**config.mk**
```make
export PLATFORM = sky130hd
export DESIGN_NAME = rs_pool
export DESIGN_NICKNAME = d
export VERILOG_FILES = /design/src/rtl/rs_pkg.sv /design/src/rtl/rs_pick.sv /design/src/rtl/rs_alu.sv /design/src/rtl/rs_entry.sv /design/src/rtl/rs_pool.sv
export SDC_FILE = /design/constraint.sdc
export NUM_CORES = 2
export LEC_CHECK = 0
export BUFFER_PORTS_ARGS = -buffer_cell sky130_fd_sc_hd__clkbuf_2
export CAP_MARGIN = 25
export CORE_MARGIN = 2
export CORE_UTILIZATION = 65
export CTS_CLUSTER_SIZE = 40
export DETAILED_ROUTE_END_ITERATION = 12
export GPL_TIMING_DRIVEN = 0
export MAX_ROUTING_LAYER = met4
export PLACE_DENSITY = 0.91
export SLEW_MARGIN = 0
export SYNTH_ARGS = -nofsm -noshare
export SYNTH_HDL_FRONTEND = slang
export SYNTH_SLANG_ARGS = --single-unit
```
**constraint.sdc**
```tcl
create_clock -name clk -period 19.2 [get_ports clk]
set_input_delay 3.84 -clock clk [delete_from_list [all_inputs] [get_ports clk]]
set_output_delay 3.84 -clock clk [all_outputs]
set_load 0.01 [all_outputs]
```
**src/rtl/rs_pkg.sv**
```systemverilog
package rs_pkg;
  typedef enum logic [1:0] {
    OP_ADD = 2'd0,
    OP_SUB = 2'd1,
    OP_MUL = 2'd2,
    OP_DIV = 2'd3
  } rs_op_e;
endpackage

```
**src/rtl/rs_pick.sv**
```systemverilog
// Fixed-priority picker: lowest set bit wins.
module rs_pick #(
  parameter int N  = 3,
  localparam int IW = (N > 1) ? $clog2(N) : 1
) (
  input  logic [N-1:0]  in_vec,
  output logic [N-1:0]  onehot,
  output logic [IW-1:0] idx,
  output logic          any
);
  always_comb begin
    onehot = '0;
    idx    = '0;
    any    = 1'b0;
    for (int i = N - 1; i >= 0; i--) begin
      if (in_vec[i]) begin
        onehot = '0;
        onehot[i] = 1'b1;
        idx = IW'(i);
        any = 1'b1;
      end
    end
  end
endmodule

```
**src/rtl/rs_alu.sv**
```systemverilog
// Integer stand-in for the execution unit, shared after the arbiter.
module rs_alu
  import rs_pkg::*;
#(
  parameter int DW = 64,
  localparam int HW  = DW / 2,
  localparam int SHW = $clog2(DW)
) (
  input  rs_op_e        op,
  input  logic [DW-1:0] a,
  input  logic [DW-1:0] b,
  output logic [DW-1:0] y
);
  logic [HW-1:0] a_lo, b_lo;
  assign a_lo = a[HW-1:0];
  assign b_lo = b[HW-1:0];

  always_comb begin
    unique case (op)
      OP_ADD:  y = a + b;
      OP_SUB:  y = a - b;
      OP_MUL:  y = DW'(a_lo) * DW'(b_lo);
      default: y = a >> b[SHW-1:0];
    endcase
  end
endmodule

```
**src/rtl/rs_entry.sv**
```systemverilog
// One reservation station: operand capture, countdown, result request.
module rs_entry
  import rs_pkg::*;
#(
  parameter int DW      = 64,
  parameter int TW      = 4,
  parameter int CW      = 6,
  parameter int LAT_ADD = 3,
  parameter int LAT_MUL = 10,
  parameter int LAT_DIV = 40
) (
  input  logic          clk,
  input  logic          rst_n,
  input  logic          load,
  input  rs_op_e        ld_op,
  input  logic [DW-1:0] ld_vj,
  input  logic [TW-1:0] ld_qj,
  input  logic [DW-1:0] ld_vk,
  input  logic [TW-1:0] ld_qk,
  input  logic          bus_v,
  input  logic [TW-1:0] bus_tag,
  input  logic [DW-1:0] bus_data,
  input  logic          grant,
  output logic          busy,
  output logic          req,
  output rs_op_e        op,
  output logic [DW-1:0] vj,
  output logic [DW-1:0] vk
);
  localparam logic [CW-1:0] C_ADD = CW'(LAT_ADD - 1);
  localparam logic [CW-1:0] C_MUL = CW'(LAT_MUL - 1);
  localparam logic [CW-1:0] C_DIV = CW'(LAT_DIV - 1);

  function automatic logic [CW-1:0] start_cnt(rs_op_e o);
    case (o)
      OP_MUL:  return C_MUL;
      OP_DIV:  return C_DIV;
      default: return C_ADD;
    endcase
  endfunction

  logic          busy_q, busy_d;
  logic          exec_q, exec_d;
  logic [CW-1:0] cnt_q, cnt_d;
  logic [TW-1:0] qj_q, qj_d, qk_q, qk_d;
  logic [DW-1:0] vj_q, vj_d, vk_q, vk_d;
  rs_op_e        op_q, op_d;
  logic          snoop_ok, en;

  assign snoop_ok = bus_v && (bus_tag != '0);
  assign en       = load | busy_q;

  always_comb begin
    busy_d = busy_q;
    exec_d = exec_q;
    cnt_d  = cnt_q;
    qj_d   = qj_q;
    qk_d   = qk_q;
    vj_d   = vj_q;
    vk_d   = vk_q;
    op_d   = op_q;
    if (load) begin
      busy_d = 1'b1;
      op_d   = ld_op;
      qj_d   = ld_qj;
      vj_d   = ld_vj;
      qk_d   = ld_qk;
      vk_d   = ld_vk;
      if (snoop_ok && (ld_qj == bus_tag)) begin
        qj_d = '0;
        vj_d = bus_data;
      end
      if (snoop_ok && (ld_qk == bus_tag)) begin
        qk_d = '0;
        vk_d = bus_data;
      end
      exec_d = (qj_d == '0) && (qk_d == '0);
      cnt_d  = start_cnt(ld_op);
    end else if (busy_q) begin
      if (exec_q) begin
        if (cnt_q != '0) begin
          cnt_d = cnt_q - CW'(1);
        end else if (grant) begin
          busy_d = 1'b0;
          exec_d = 1'b0;
        end
      end else begin
        if (snoop_ok && (qj_q == bus_tag)) begin
          qj_d = '0;
          vj_d = bus_data;
        end
        if (snoop_ok && (qk_q == bus_tag)) begin
          qk_d = '0;
          vk_d = bus_data;
        end
        exec_d = (qj_d == '0) && (qk_d == '0);
        cnt_d  = start_cnt(op_q);
      end
    end
  end

  always_ff @(posedge clk or negedge rst_n) begin
    if (!rst_n) begin
      busy_q <= 1'b0;
      exec_q <= 1'b0;
      cnt_q  <= '0;
      qj_q   <= '0;
      qk_q   <= '0;
    end else if (en) begin
      busy_q <= busy_d;
      exec_q <= exec_d;
      cnt_q  <= cnt_d;
      qj_q   <= qj_d;
      qk_q   <= qk_d;
    end
  end

  always_ff @(posedge clk) begin
    if (en) begin
      vj_q <= vj_d;
      vk_q <= vk_d;
      op_q <= op_d;
    end
  end

  assign busy = busy_q;
  assign req  = busy_q && exec_q && (cnt_q == '0);
  assign op   = op_q;
  assign vj   = vj_q;
  assign vk   = vk_q;
endmodule

```
**src/rtl/rs_pool.sv**
```systemverilog
// Pool of reservation stations with issue picker and result arbiter.
module rs_pool
  import rs_pkg::*;
#(
  parameter int N        = 3,
  parameter int DW       = 64,
  parameter int TW       = 4,
  parameter int TAG_BASE = 1,
  parameter int LAT_ADD  = 3,
  parameter int LAT_MUL  = 10,
  parameter int LAT_DIV  = 40
) (
  input  logic          clk,
  input  logic          rst_n,
  input  logic          iss_valid,
  input  logic [1:0]    iss_op,
  input  logic [DW-1:0] iss_vj,
  input  logic [TW-1:0] iss_qj,
  input  logic [DW-1:0] iss_vk,
  input  logic [TW-1:0] iss_qk,
  output logic [TW-1:0] iss_tag,
  output logic          full,
  input  logic          cdb_valid,
  input  logic [TW-1:0] cdb_tag,
  input  logic [DW-1:0] cdb_data,
  output logic          res_valid,
  output logic [TW-1:0] res_tag,
  output logic [DW-1:0] res_data
);
  localparam int IW     = (N > 1) ? $clog2(N) : 1;
  localparam int LAT_MX = (LAT_DIV > LAT_MUL) ? ((LAT_DIV > LAT_ADD) ? LAT_DIV : LAT_ADD)
                                              : ((LAT_MUL > LAT_ADD) ? LAT_MUL : LAT_ADD);
  localparam int CW     = $clog2(LAT_MX + 1);
  localparam logic [TW-1:0] TB = TW'(TAG_BASE);

  // Reset: asserted asynchronously, released through two flops.
  logic rst_meta, rst_core;
  always_ff @(posedge clk or negedge rst_n) begin
    if (!rst_n) begin
      rst_meta <= 1'b0;
      rst_core <= 1'b0;
    end else begin
      rst_meta <= 1'b1;
      rst_core <= rst_meta;
    end
  end

  logic [N-1:0]  busy_vec, req_vec, gnt_vec, free_oh, load_vec;
  logic [IW-1:0] free_idx, gnt_idx;
  logic          any_free, any_req;
  rs_op_e        op_arr [N];
  logic [DW-1:0] vj_arr [N];
  logic [DW-1:0] vk_arr [N];
  logic [DW-1:0] alu_y;

  rs_pick #(.N(N)) u_free (
    .in_vec(~busy_vec), .onehot(free_oh), .idx(free_idx), .any(any_free)
  );

  assign full     = ~any_free;
  assign iss_tag  = TB + TW'(free_idx);
  assign load_vec = free_oh & {N{iss_valid}};

  for (genvar g = 0; g < N; g++) begin : g_st
    rs_entry #(
      .DW(DW), .TW(TW), .CW(CW),
      .LAT_ADD(LAT_ADD), .LAT_MUL(LAT_MUL), .LAT_DIV(LAT_DIV)
    ) u_st (
      .clk      (clk),
      .rst_n    (rst_core),
      .load     (load_vec[g]),
      .ld_op    (rs_op_e'(iss_op)),
      .ld_vj    (iss_vj),
      .ld_qj    (iss_qj),
      .ld_vk    (iss_vk),
      .ld_qk    (iss_qk),
      .bus_v    (cdb_valid),
      .bus_tag  (cdb_tag),
      .bus_data (cdb_data),
      .grant    (gnt_vec[g]),
      .busy     (busy_vec[g]),
      .req      (req_vec[g]),
      .op       (op_arr[g]),
      .vj       (vj_arr[g]),
      .vk       (vk_arr[g])
    );
  end

  rs_pick #(.N(N)) u_arb (
    .in_vec(req_vec), .onehot(gnt_vec), .idx(gnt_idx), .any(any_req)
  );

  rs_alu #(.DW(DW)) u_alu (
    .op(op_arr[gnt_idx]), .a(vj_arr[gnt_idx]), .b(vk_arr[gnt_idx]), .y(alu_y)
  );

  assign res_valid = any_req;
  assign res_tag   = any_req ? (TB + TW'(gnt_idx)) : '0;
  assign res_data  = any_req ? alu_y : '0;
endmodule

```
==> flow_metrics.tcl, run 1 <==
set metrics [dict create \
    dp_hpwl_um 243000 \
    track_usage_pct 71.9 \
    grt_max_degree 65 \
    outcome "stopped before the end" \
    port_buffers 275 \
    cts_root_buf "clkbuf_16" \
    synthSimpleGateAreaFrac_pct 14.4 \
    die_h_um 320 \
    cts_sinks 440 \
    clockBufferDepth 3 \
    cts_made_buffers 41 \
    htree_levels 2 \
    synth_area_per_cell_um2 9.08 \
    synth_top_family_by_area "adder cells" \
    synth_xor_area_share_pct 2.84 \
    synth_edf_count 390 \
    initial_utilization_pct 65.7 \
    yosysSeqAreaShare_pct 20.0 \
    antenna_found_initial 53 \
    synthMuxAreaShare_pct 8.99 \
    ys_ff_latch 440 \
    ys_types 85 \
    overflow 6 \
    finalWeightedCongestion 1.20 \
    lastStage "global routing (5_1_grt)" \
    worst_path_end_type "primary output" \
    error "[ERROR GRT-0232] Routing congestion too high. Check the congestion heatmap in the GUI." \
    syn_inst 7131 \
    die_w_um 320 \
    worst_endpoint "res_data[58]" \
    synth_ff_type "edfxtp_1" \
    synth_area_um2 64800 \
    yosys_warnings 0 \
    rows 115 \
    ctsHoldBuffers 0 \
    synthArstFlopShare_pct 11.4 \
    yosys.area_share.adder_pct 34.2 \
    top_level_ports 284 \
    synth-compound-area-share_pct 11.3 \
]
## cells by family after synthesis
logic type | count (synthesis)
AO/OA/AOI/OAI | 1122
XOR/XNOR | 210
adder cells (fa/ha/maj) | 1232
buffers and inverters | 1400
flip-flops | 440
multiplexers | 533
other | 2
AND/OR/NAND/NOR | 2192
## Yosys cell counts (19+ instances only)
cell      instances  area [um^2]
fa_1            897        18000
nand4_1          28          175
o21a_1           23          173
xnor2_1         115         1010
mux2_2          337         3790
nor2_1          803         3010
xor2_1           95          832
a211oi_1         38          285
a22o_1           26          228
and3_1           33          206
ha_1            335         4190
buf_2            31          155
a31oi_1         107          669
a21o_1          109          818
o221ai_1         29          254
a21oi_1         257         1290
o31ai_1          39          293
edfxtp_1        390        11700
nand3_1         129          646
nand2b_1         27          169
o211ai_1         19          143
dfrtp_1          50         1250
inv_1           920         3450
o21bai_1         29          218
buf_1            72          270
o21ai_0         229         1150
a31o_2           43          377
o22ai_1          21          131
nor4_1          103          644
a21boi_0         21          158
mux2i_1         191         1910
nor3_1           64          320
nand2_1         897         3370
clkbuf_1        363         1360
## metal layers
layer / overflow / track usage (%)
met2: 2 / 85.9
met4: 4 / 64.5
met3: 0 / 52.1
met1: 0 / 76.1
met5: - / -
## stage by stage
step                      cell area [um^2]  std cells  hold WS [ps]  worst slack (ps)
after floorplan                      64800       7133           331              4450
after global placement               67700       8695           332             -2210
after detailed placement             68500       8742           133              -946
after CTS                            70000       8816           145              14.8
## what timing repair did
action	4_1_cts
resized for setup	33
pin swaps	1
endpoints found under the setup margin	27
setup buffers	3
==> run 2, diff against run 1 <==
--- a/config.mk
+++ b/config.mk
@@ -8,12 +8,10 @@
 export BUFFER_PORTS_ARGS = -buffer_cell sky130_fd_sc_hd__clkbuf_2
 export CAP_MARGIN = 25
 export CORE_MARGIN = 2
-export CORE_UTILIZATION = 65
-export CTS_CLUSTER_SIZE = 40
+export CORE_UTILIZATION = 40
 export DETAILED_ROUTE_END_ITERATION = 12
 export GPL_TIMING_DRIVEN = 0
-export MAX_ROUTING_LAYER = met4
-export PLACE_DENSITY = 0.91
+export PLACE_DENSITY_LB_ADDON = 0.15
 export SLEW_MARGIN = 0
 export SYNTH_ARGS = -nofsm -noshare
 export SYNTH_HDL_FRONTEND = slang
==> flow_metrics.tcl, run 2 <==
set metrics [dict create \
    path_common_cell "fa_1" \
    nets 9005 \
    hold_violations 0 \
    wl_per_cell_um 33.4 \
    path_max_fanout 10 \
    overflow 0 \
    vias 59200 \
    layout_min_cycle_time_ps 19070 \
    clk_latency_ps 630 \
    track_usage_pct 39.2 \
    fp.dieArea_um2 165000 \
    synth_area_leaders "fa_1 28%, edfxtp_1 18%, ha_1 6.5%" \
    ys_ff_latch 440 \
    finalMaxSlewViolations 0 \
    first_pass_iters 6 \
    initial_utilization_pct 40.3 \
    drc 0 \
    design_area_um2 72300 \
    synth_edf_count 390 \
    cap_viol_max_count 0 \
    cp-end-kind "output pin" \
    port_buffers 275 \
    rows 147 \
    ys_types 85 \
    grt_pass1_vias 58800 \
    dpl_cell_area_um2 70500 \
    critPathKind "reg2out" \
    fmax_ghz 0.0524 \
    viasPerCell 6.06 \
    fill_cells 16100 \
    synth_ff_type "edfxtp_1" \
    outcome "completed" \
    area_growth_pct 11.7 \
    die_w_um 406 \
    final_cell_mix "914 x inv_1, 897 x nand2_1, 897 x fa_1, 802 x nor2_1, 390 x edfxtp_1" \
    synth_top_area_cell "fa_1" \
    final_common_cell "inv_1" \
    hold_class "reg2async" \
    synthArstFlopShare_pct 11.4 \
    dp_hpwl_um 274000 \
    relSlewSlack_pct 13.9 \
    setup-violations-final 0 \
    multi_input_area_um2 46800 \
    synthTopCellsByCount "920 x inv_1, 897 x fa_1, 897 x nand2_1, 803 x nor2_1, 390 x edfxtp_1" \
    grt_max_degree 60 \
    antenna_found_initial 27 \
    drt_iter0_markers 7254 \
    syn_inst 7131 \
    synth_most_common_cell "inv_1" \
    ctsHoldBuffers 0 \
    grt_pass1_wl_um 452000 \
    dpl.cell_count 9668 \
    min_period_over_period_pct 99.3 \
    clock_skew_ps 57.1 \
    cp_data_arrival_time_ps 15230 \
    clockBufferDepth 3 \
    cts_tree "built" \
    required_ps 15360 \
    grt_setup_unrepaired "no" \
    instances_no_fill 9772 \
    clk_transition_reported_paths_ps 60 \
    synth_area_per_cell_um2 9.08 \
    register_area_um2 13000 \
    finalWeightedCongestion 1.05 \
    cts_root_buf "clkbuf_16" \
    crit_slowest_cell "fa_1" \
    worstMarginPinSlew_ps 1290 \
    core_area_um2 161000 \
    ant_nets 0 \
    cp-start-kind "flop" \
    layout-drive-gt1-share_pct 12.9 \
    cts_sinks 440 \
    yosys_warnings 0 \
    synth_top_area_share_pct 27.7 \
    die_h_um 406 \
    top_level_ports 284 \
    cpPeakStageDelay_ps 600 \
    cts_made_buffers 46 \
    routed_wl_um 326000 \
    synth_area_um2 64800 \
    htree_levels 2 \
    yosysSeqAreaShare_pct 20.0 \
]
## run 2: cell counts after synthesis
No cell type changed its count.
## run 2: metal layers
layer | global-route usage [%] | vias up | share of wire [%] | wire (um)
met5 | 0 | - | 0.034 | 110
met4 | 21.6 | 16 | 6.7 | 21900
met3 | 8.80 | 783 | 10 | 33900
met2 | 59.9 | 3654 | 44 | 142000
met1 | 51.4 | 30200 | 39 | 128000
li1 | - | 24600 | - | -
## run 2: worst max-delay path, delay by kind of cell (launching register included)
| kind | cells | cell delay, ps |
|---|---|---|
| compound gates | 9 | 2960 |
| simple gates | 6 | 1880 |
| mux | 1 | 360 |
| fa+ha+maj | 10 | 4600 |
| flops | 1 | 430 |
| buf+inv | 14 | 4240 |
## run 2: repair_timing
| action | 4_1_cts | 5_1_grt |
|---|---|---|
| setup buffers | 1 | 3 |
| pin swaps | 1 | 2 |
| setup endpoints to repair | 42 | 21 |
| resized for setup | 57 | 14 |
## run 2: final timing paths
| kind | start | depth (start not counted) | slack, ps | to |
|---|---|---|---|---|
| worst max-delay path | g_st[0].u_st.cnt_q[0] | 40 | 130 | res_data[58] |
| worst min-delay path | rst_core | 0 | 190 | g_st[0].u_st.qk_q[1] |
| worst max register to register | g_st[0].u_st.cnt_q[0] | 13 | 13560 | g_st[1].u_st.exec_q |
| worst min register to register | rst_core | 0 | 190 | g_st[0].u_st.qk_q[1] |
| max in group asynchronous | rst_n | 1 | 16100 | rst_core |
| min in group clk | rst_meta | 0 | 350 | rst_core |
## run 2: kinds of logic after synthesis
group / synth area share (%)
AND/OR/NAND/NOR: 14.4
buffers and inverters: 8.20
adder cells (fa/ha/maj): 34.2
AO/OA/AOI/OAI: 11.3
multiplexers: 8.99
flip-flops: 20.0
XOR/XNOR: 2.84
other: 0.0116
## run 2: through the flow
step	hold slack (ps)	worst slack [ps]	setup TNS (ps)	util (%)
after floorplan	331	4450	0	-
after global placement	335	-3590	-54100	42.8
after detailed placement	201	-1700	-23700	43.9
after CTS	197	25.1	0	44.9
after global routing	222	40.5	0	45.0
final	187	129	0	45.0
## run 2: area by class of cell
cell class | count | area share [%]
Timing Repair Buffer | 388 | 4.07
Antenna cell | 12 | 0.0415
Inverter | 930 | 4.85
Clock inverter | 26 | 0.389
Buffer | 464 | 2.58
Multi-Input combinational cell | 5293 | 64.7
Sequential cell | 440 | 17.9
Clock buffer | 59 | 1.69
Tap cell | 2160 | 3.74
Power of run 2 is not shown: default switching activity piles up to over one toggle a cycle in this logic, so the estimate is an artifact.
